`config.mk`:
```
export PLATFORM = sky130hd
export DESIGN_NAME = dsts_err_log
export DESIGN_NICKNAME = d
export VERILOG_FILES = /design/src/rtl/dsts_pkg.sv /design/src/rtl/dsts_evt_route.sv /design/src/rtl/dsts_w1c_bit.sv /design/src/rtl/dsts_cfg_port.sv /design/src/rtl/dsts_err_log.sv
export SDC_FILE = /design/constraint.sdc
export NUM_CORES = 1
export LEC_CHECK = 0
export ABC_CLOCK_PERIOD_IN_PS = 2600
export BUFFER_PORTS_ARGS = -buffer_cell sky130_fd_sc_hd__buf_2
export CORE_AREA = 2 2 59 61
export CTS_CLUSTER_SIZE = 10
export DETAILED_ROUTE_END_ITERATION = 12
export DIE_AREA = 0 0 61 63
export PLACE_DENSITY = 0.84
export SYNTH_ARGS = -nofsm -noshare
export SYNTH_HDL_FRONTEND = slang
export SYNTH_HIERARCHICAL = 1
export SYNTH_SLANG_ARGS = --single-unit
```
`constraint.sdc`:
```
create_clock -name clk_i -period 2.6 [get_ports clk_i]
set_input_delay 0.52 -clock clk_i [delete_from_list [all_inputs] [get_ports clk_i]]
set_output_delay 0.52 -clock clk_i [all_outputs]
set_load 0.05 [all_outputs]
```
`src/rtl/dsts_pkg.sv`:
```
package dsts_pkg;
  localparam int STS_W   = 16;
  localparam int N_ERR   = 4;
  localparam int B_CORR  = 0;
  localparam int B_NFAT  = 1;
  localparam int B_FAT   = 2;
  localparam int B_UNSUP = 3;
  localparam int B_TPEND = 5;
  typedef logic [N_ERR-1:0] err_vec_t;
endpackage

```
`src/rtl/dsts_evt_route.sv`:
```
module dsts_evt_route
  import dsts_pkg::*;
(
  input  logic     ev_corr_i,
  input  logic     ev_nonfatal_i,
  input  logic     ev_fatal_i,
  input  logic     ev_unsup_i,
  input  logic     unsup_sev_fatal_i,
  output err_vec_t set_o
);
  always_comb begin
    set_o          = '0;
    set_o[B_CORR]  = ev_corr_i;
    set_o[B_NFAT]  = ev_nonfatal_i | (ev_unsup_i & ~unsup_sev_fatal_i);
    set_o[B_FAT]   = ev_fatal_i    | (ev_unsup_i &  unsup_sev_fatal_i);
    set_o[B_UNSUP] = ev_unsup_i;
  end
endmodule

```
`src/rtl/dsts_w1c_bit.sv`:
```
module dsts_w1c_bit (
  input  logic clk_i,
  input  logic rst_ni,
  input  logic set_i,
  input  logic clr_i,
  output logic q_o
);
  always_ff @(posedge clk_i or negedge rst_ni) begin
    if (!rst_ni)     q_o <= 1'b0;
    else if (set_i)  q_o <= 1'b1;   // set beats clear
    else if (clr_i)  q_o <= 1'b0;
  end

  a_r7_set_wins: assert property (@(posedge clk_i) disable iff (!rst_ni)
    set_i |=> q_o);
  a_r5_clear: assert property (@(posedge clk_i) disable iff (!rst_ni)
    (clr_i && !set_i) |=> !q_o);
  a_r3_sticky: assert property (@(posedge clk_i) disable iff (!rst_ni)
    (!set_i && !clr_i) |=> $stable(q_o));
endmodule

```
`src/rtl/dsts_cfg_port.sv`:
```
module dsts_cfg_port
  import dsts_pkg::*;
#(
  parameter int          ADDR_W   = 12,
  parameter logic [11:0] REG_ADDR = 12'hA8,
  parameter int          STS_LANE = 2
) (
  input  logic [ADDR_W-1:0] addr_i,
  input  logic              wr_i,
  input  logic [3:0]        be_i,
  input  logic [31:0]       wdata_i,
  input  err_vec_t          sts_i,
  output err_vec_t          clr_o,
  output logic [31:0]       rdata_o
);
  localparam int LSB = STS_LANE * 8;
  localparam logic [ADDR_W-1:0] REG_A = ADDR_W'(REG_ADDR);

  logic             hit;
  logic [STS_W-1:0] sts_word;

  assign hit = (addr_i[ADDR_W-1:2] == REG_A[ADDR_W-1:2]);

  always_comb begin
    sts_word            = '0;   // TP, reserved hardwired 0
    sts_word[N_ERR-1:0] = sts_i;
    rdata_o             = '0;
    if (hit) rdata_o[LSB +: STS_W] = sts_word;
  end

  assign clr_o = (wr_i && hit && be_i[STS_LANE]) ? wdata_i[LSB +: N_ERR] : '0;
endmodule

```
`src/rtl/dsts_err_log.sv`:
```
module dsts_err_log
  import dsts_pkg::*;
#(
  parameter int          ADDR_W   = 12,
  parameter logic [11:0] REG_ADDR = 12'hA8,
  parameter int          MASK_W   = 32
) (
  input  logic              clk_i,
  input  logic              rst_ni,
  input  logic [ADDR_W-1:0] cfg_addr_i,
  input  logic              cfg_wr_i,
  input  logic [3:0]        cfg_be_i,
  input  logic [31:0]       cfg_wdata_i,
  output logic [31:0]       cfg_rdata_o,
  input  logic              ev_corr_i,
  input  logic              ev_nonfatal_i,
  input  logic              ev_fatal_i,
  input  logic              ev_unsup_i,
  input  logic              unsup_sev_fatal_i,
  input  logic [3:0]        rpt_en_i,
  input  logic [MASK_W-1:0] uncor_mask_i,
  input  logic [MASK_W-1:0] cor_mask_i
);
  localparam int STS_LANE = 2;
  localparam int LSB      = STS_LANE * 8;

  err_vec_t set_v, clr_v, sts_q;

  dsts_evt_route i_route (
    .ev_corr_i         (ev_corr_i),
    .ev_nonfatal_i     (ev_nonfatal_i),
    .ev_fatal_i        (ev_fatal_i),
    .ev_unsup_i        (ev_unsup_i),
    .unsup_sev_fatal_i (unsup_sev_fatal_i),
    .set_o             (set_v)
  );

  dsts_cfg_port #(.ADDR_W(ADDR_W), .REG_ADDR(REG_ADDR), .STS_LANE(STS_LANE)) i_port (
    .addr_i  (cfg_addr_i),
    .wr_i    (cfg_wr_i),
    .be_i    (cfg_be_i),
    .wdata_i (cfg_wdata_i),
    .sts_i   (sts_q),
    .clr_o   (clr_v),
    .rdata_o (cfg_rdata_o)
  );

  for (genvar g = 0; g < N_ERR; g++) begin : g_bit
    dsts_w1c_bit i_bit (
      .clk_i  (clk_i),
      .rst_ni (rst_ni),
      .set_i  (set_v[g]),
      .clr_i  (clr_v[g]),
      .q_o    (sts_q[g])
    );
  end

  // reserved, TP and lower half never read 1
  a_r8_reserved_zero: assert property (@(posedge clk_i) disable iff (!rst_ni)
    (cfg_rdata_o[31:LSB+N_ERR] == '0) && (cfg_rdata_o[LSB-1:0] == '0));
  a_r2_miss_zero: assert property (@(posedge clk_i) disable iff (!rst_ni)
    (cfg_addr_i[ADDR_W-1:2] != REG_ADDR[ADDR_W-1:2]) |-> (cfg_rdata_o == '0));
  a_r4_unsup_fatal: assert property (@(posedge clk_i) disable iff (!rst_ni)
    (ev_unsup_i && unsup_sev_fatal_i) |=> (sts_q[B_FAT] && sts_q[B_UNSUP]));
  a_r4_unsup_nonfatal: assert property (@(posedge clk_i) disable iff (!rst_ni)
    (ev_unsup_i && !unsup_sev_fatal_i) |=> (sts_q[B_NFAT] && sts_q[B_UNSUP]));
  a_r9_corr_unmasked: assert property (@(posedge clk_i) disable iff (!rst_ni)
    (ev_corr_i && ((rpt_en_i != 4'h0) || (cor_mask_i != '0))) |=> sts_q[B_CORR]);
  a_r9_fatal_unmasked: assert property (@(posedge clk_i) disable iff (!rst_ni)
    (ev_fatal_i && (uncor_mask_i != '0)) |=> sts_q[B_FAT]);
  a_r6_lane_off: assert property (@(posedge clk_i) disable iff (!rst_ni)
    (cfg_wr_i && !cfg_be_i[STS_LANE] && (set_v == '0)) |=> $stable(sts_q));
  a_r10_read_only: assert property (@(posedge clk_i) disable iff (!rst_ni)
    (!cfg_wr_i && (set_v == '0) && (cfg_wdata_i != 32'h1) && (cfg_addr_i[1:0] != 2'h3))
      |=> $stable(sts_q));
endmodule

```
==> results.yml, run 1 <==
status:
  outcome: "completed"
timing:
  fin_setup_tns_ns: 0
  fmax_ghz: 0.431
  finalSetupViolations: 0
  finalMaxSlewViolations: 0
  finalCritPeriodShare: 0.892
  rsz0062_at_grt: "no"
  whs_ns: 0.0837
  finalHoldViolCount: 0
  fin_crit_ns: 2.32
  skew_ns: 0
floorplan:
  core_area_sq_mm: 0.00323
  initial_core_util: 0.178
  die_h_microns: 63
  core.rowCount: 21
  design.portCount: 156
  die_area_sq_mm: 0.00384
  fp.dieW_microns: 61
synthesis:
  synth-simple-area-share: 0.258
  yosys-top-cells-count: "30 x buf_4, 9 x inv_1, 8 x nor4_2, 5 x a21o_1"
  synthAdderAreaFrac: 0
  synth_cell_types: 14
  synth.largest_area_cell: "buf_4"
  synth.area.mux_share: 0
  synth_most_common_cell: "buf_4"
  synth_xor_area_frac: 0
  syn-cell-area_sq_um: 577
  syn_inst: 68
  ys.flop_type: "dfrtp_1"
  synth-compound-area-share: 0.0803
  synth_top_family_by_area: "buffers and inverters"
  synth_warnings: 6
  synth.top_cell.area_share: 0.390
  avgSynthCellArea_sq_um: 8.48
  synth_seq_cells: 4
  async_reset_ff_frac: 1.00
  ys_seq_area_frac: 0.174
  synth_area_leaders: "buf_4 39%, dfrtp_1 17%, nor4_2 17%"
  synth_edf_count: 0
worst_setup_path:
  crit_chain: "buf_2, or4_4, nor4_2, buf_2"
  worst_path_largest_cell_delay_ns: 0.62
  critical_path.max_fanout: 8
  cp.arrival_ns: 1.80
  path_buf_inv: 2
  cp-start-kind: "input pin"
  cp_data_required_time_ns: 2.08
  path_class: "input pin to output pin"
  crit_family: "simple AND/OR/NAND/NOR gates"
  cp_common_cell: "buf_2"
  end_kind: "output pin"
  cpMaxStageDelayCell: "or4_4"
placed_design:
  portBuffers: 26
  hpwlAfterDp_microns: 837
  gp_congestion: 0.677
clocking:
  cts_buffers: 3
  postCtsHoldBufs: 0
  cts_sinks: 4
  clk_path_buf_depth: 2
  post_cts_buffers: 0
  cts_resized: 0
  clock_latency_ns: 0.24
  root_buffer: "clkbuf_4"
  htreeDepth: 1
  cts_tree: "built"
  path_clk_slew_ns: 0.04
final_layout:
  largest_reg_flops: 4
  antenna_cells: 0
  nNetsFinal: 218
  seqCellArea_sq_um: 100
  syn_to_final_growth_pct: 13.0
  top_regs: "g_bit.i_bit/q_o (4)"
  top_register: "g_bit.i_bit/q_o"
  fillers: 382
  multi_input_area_sq_um: 300
  drive_above_1_share: 0.435
route:
  wl_per_cell_microns: 6.87
  vias: 449
  dr.pass1.iters: 4
  drc: 0
  drt-initial-drc-count: 1
  postRouteAntennaNets: 0
  via_per_inst: 3.25
  drt-total-wl_microns: 948
global_routing:
  grt_start_max_net_pins: 9
  first_global_vias: 384
  grt_pass1_wl_microns: 1460
  gr-usage-all-layers: 0.0524
  grt_overflow_total: 0
  antenna_found_initial: 0
power_and_ir_drop:
  powerDensity_mw_per_mm2: 399
  ir_worst_vdd_v: 0.000191
  power_uw: 260
  p_leak_uw: 0.000331
worst_hold_path:
  hold_class: "input pin to asynchronous set/reset pin"
job:
  drv_cap: 0
==> routing by layer <==
| metal | vias up | part of all wire | track usage | wire [microns] |
|---|---|---|---|---|
| li1 | 211 | - | - | - |
| met1 | 194 | 0.31 | 0.0524 | 298 |
| met2 | 42 | 0.52 | 0.0887 | 497 |
| met3 | 2 | 0.14 | 0.00621 | 134 |
| met4 | 0 | 0.018 | 0.0489 | 17 |
| met5 | - | 0 | 0 | 0 |
==> cell families (layout without fill, tap and decap cells) <==
family,after synthesis,in the layout
AND/OR/NAND/NOR,15,15
AO/OA/AOI/OAI,6,6
flip-flops,4,4
other,1,28
buffers and inverters,42,39
==> metrics by stage <==
stage	utilization	worst slack [ns]	instance area (sq um)	instances
floorplan	-	-0.0355	678	95
global placement	0.195	0.282	629	135
detailed placement	0.195	0.289	629	135
CTS	0.202	0.283	652	138
global route	0.202	0.230	652	138
finish	0.202	0.280	652	138
==> path summary, 6_finish.rpt <==
kind / from / slack [ns] / cells past startpoint / end
max: cfg_addr_i[9] / 0.28 / 4 / cfg_rdata_o[19]
min in group clk_i: ev_corr_i / 0.46 / 2 / g_bit[0].i_bit/q_o
min reg2reg: g_bit[0].i_bit/q_o / 0.48 / 1 / g_bit[0].i_bit/q_o
max reg2reg: g_bit[3].i_bit/q_o / 1.93 / 1 / g_bit[3].i_bit/q_o
max in group asynchronous: rst_ni / 2.39 / 1 / g_bit[1].i_bit/q_o
min: rst_ni / 0.08 / 1 / g_bit[2].i_bit/q_o
==> area by class of cell <==
| type | instances | area share |
|---|---|---|
| sequential | 4 | 0.154 |
| clock buffer | 3 | 0.0345 |
| timing repair buffer | 27 | 0.211 |
| tap | 46 | 0.0883 |
| multi-input combinational | 49 | 0.461 |
| inverter | 9 | 0.0518 |
==> report_power, final <==
part	internal, uW	leakage [uW]	switching (uW)	total, uW
sequential	62.6	0.0000350	0.00530	62.7
clock	51.6	0.0000138	26.1	77.8
combinational	16.5	0.000282	103	120
total	131	0.000331	129	260
==> cell usage in the layout, fill, tap and decap left out, drive strengths merged <==
cell	count
buf	27
nand4bb	1
inv	9
dfrtp	4
conb	28
nor4	8
nand3	4
nand2b	1
clkbuf	3
a21o	6
or4	1
No activity file was read; power rests on OpenSTA's default activity.
==> run 2, diff against run 1 <==
--- a/config.mk
+++ b/config.mk
@@ -8,6 +8,7 @@
 export ABC_CLOCK_PERIOD_IN_PS = 2600
 export BUFFER_PORTS_ARGS = -buffer_cell sky130_fd_sc_hd__buf_2
 export CORE_AREA = 2 2 59 61
+export CTS_BUF_LIST = sky130_fd_sc_hd__clkbuf_8
 export CTS_CLUSTER_SIZE = 10
 export DETAILED_ROUTE_END_ITERATION = 12
 export DIE_AREA = 0 0 61 63
==> run 2 against run 1 <==
Compared with the run above:
- cell count is the same
- count of clock-buffer cells in the layout stayed put
- non-clock buffer count did not move
- clock power up 67%
- highest routed layer unchanged
- register-to-register slack about the same
- largest power group is now clock
- setup slack got worse by 0.026 ns
- worst hold slack better by 0.023 ns
- clock skew is the same
- sequential share of layout area shrank 0.43 points
==> results.yml, run 2 (same netlist as run 1, synthesis figures left out) <==
final_layout:
  top_register: "g_bit.i_bit/q_o"
  drive_above_1_share: 0.435
  syn_to_final_growth_pct: 16.3
  finalNonFillerCells: 138
  largest_reg_flops: 4
  nNetsFinal: 218
  fin_area_sq_um: 671
  antenna_cells: 0
  layout_common_cells: "28 x conb_1, 26 x buf_2, 9 x inv_1"
  top_regs: "g_bit.i_bit/q_o (4)"
  mostFrequentLayoutCell: "conb_1"
timing:
  finalMaxSlewViolations: 0
  finalSetupViolations: 0
  worst_slack_ns: 0.254
  rsz0062_at_grt: "no"
  skew_ns: 0
  fmax_ghz: 0.426
  finalCritPeriodShare: 0.902
  fin_crit_ns: 2.35
  finalHoldViolCount: 0
clocking:
  path_clk_slew_ns: 0.03
  htreeDepth: 1
  clock_latency_ns: 0.22
  post_cts_buffers: 0
  cts_sinks: 4
  clk_path_buf_depth: 2
  root_buffer: "clkbuf_8"
  postCtsHoldBufs: 0
  cts_tree: "built"
  cts_buffers: 3
  cts_resized: 0
worst_setup_path:
  critical_path.max_fanout: 8
  rr_startpoint: "g_bit[3].i_bit/q_o"
  cp.arrival_ns: 1.83
  path_class: "input pin to output pin"
  cp-start-kind: "input pin"
  end_kind: "output pin"
  cp-startpoint: "cfg_addr_i[9]"
  cp_data_required_time_ns: 2.08
global_routing:
  use_met2: 0.0927
  first_global_vias: 393
  grt_start_max_net_pins: 9
  antenna_found_initial: 0
  use_met3: 0.00621
  grt.busiest_layer: "met2"
  gr-usage-met1: 0.0549
  grt_pass1_wl_microns: 1530
  grt_overflow_total: 0
  gr-usage-all-layers: 0.0545
floorplan:
  fp.dieW_microns: 61
  initial_core_util: 0.178
  core.rowCount: 21
  die_area_sq_mm: 0.00384
  die_h_microns: 63
  core_area_sq_mm: 0.00323
  design.portCount: 156
route:
  dr.pass1.iters: 3
  vias: 462
  postRouteAntennaNets: 0
  wl_per_cell_microns: 7.25
  drc: 0
  drt-total-wl_microns: 1000
  via_per_inst: 3.35
  drt-initial-drc-count: 2
placed_design:
  hpwlAfterDp_microns: 837
  dpl-instance-area_sq_um: 629
  place.detailed.instances: 135
  gp_congestion: 0.677
  dp_slack_ns: 0.289
  portBuffers: 26
job:
  drv_cap: 0
power_and_ir_drop:
  powerDensity_mw_per_mm2: 466
  ir_worst_vdd_v: 0.000208
  power_uw: 313
  p_leak_uw: 0.000338
worst_hold_path:
  hold_class: "input pin to asynchronous set/reset pin"
status:
  outcome: "completed"
[run 2: cell counts in the layout (fill, tap and decap cells not counted)]
No cell type changed its count.
[run 2: worst max-delay path: stages]
cell and delay [ns]:
buf_2 0.09, or4_4 0.62, nor4_2 0.28, buf_2 0.31
[run 2: cell type report]
cell class,instances,area [sq um]
flip-flops and latches,4,100
fillers,385,2560
repair buffers,27,138
multi-input cells,49,300
clock buffers,3,41.3
well taps,46,57.6
inverters,9,33.8
[run 2: through the flow]
step	hold WS, ns	util	setup TNS [ns]
5_1_grt	0.110	0.208	0
6_report	0.106	0.208	0
3_3_place_gp	0.331	0.195	0
4_1_cts	0.107	0.208	0
3_5_place_dp	0.336	0.195	0
2_1_floorplan	0.224	-	-0.142
[run 2: path summary, 6_finish.rpt]
check / cells past startpoint / slack [ns] / to
min: 1 / 0.11 / g_bit[2].i_bit/q_o
max reg2reg: 1 / 1.93 / g_bit[3].i_bit/q_o
max: 4 / 0.25 / cfg_rdata_o[18]
min in group clk_i: 1 / 0.47 / g_bit[0].i_bit/q_o
min reg2reg: 1 / 0.47 / g_bit[0].i_bit/q_o
max in group asynchronous: 1 / 2.37 / g_bit[1].i_bit/q_o
[run 2: routing by layer]
| layer | vias to the layer above | part of all wire |
|---|---|---|
| met5 | - | 0 |
| met1 | 207 | 0.33 |
| met2 | 40 | 0.52 |
| met3 | 3 | 0.12 |
| li1 | 212 | - |
| met4 | 0 | 0.028 |
[run 2: power by group]
group	internal (uW)	leakage (uW)	switching [uW]
clock network	98.6	0.0000216	31.5
registers	62.7	0.0000350	0.00538
logic	16.5	0.000282	103
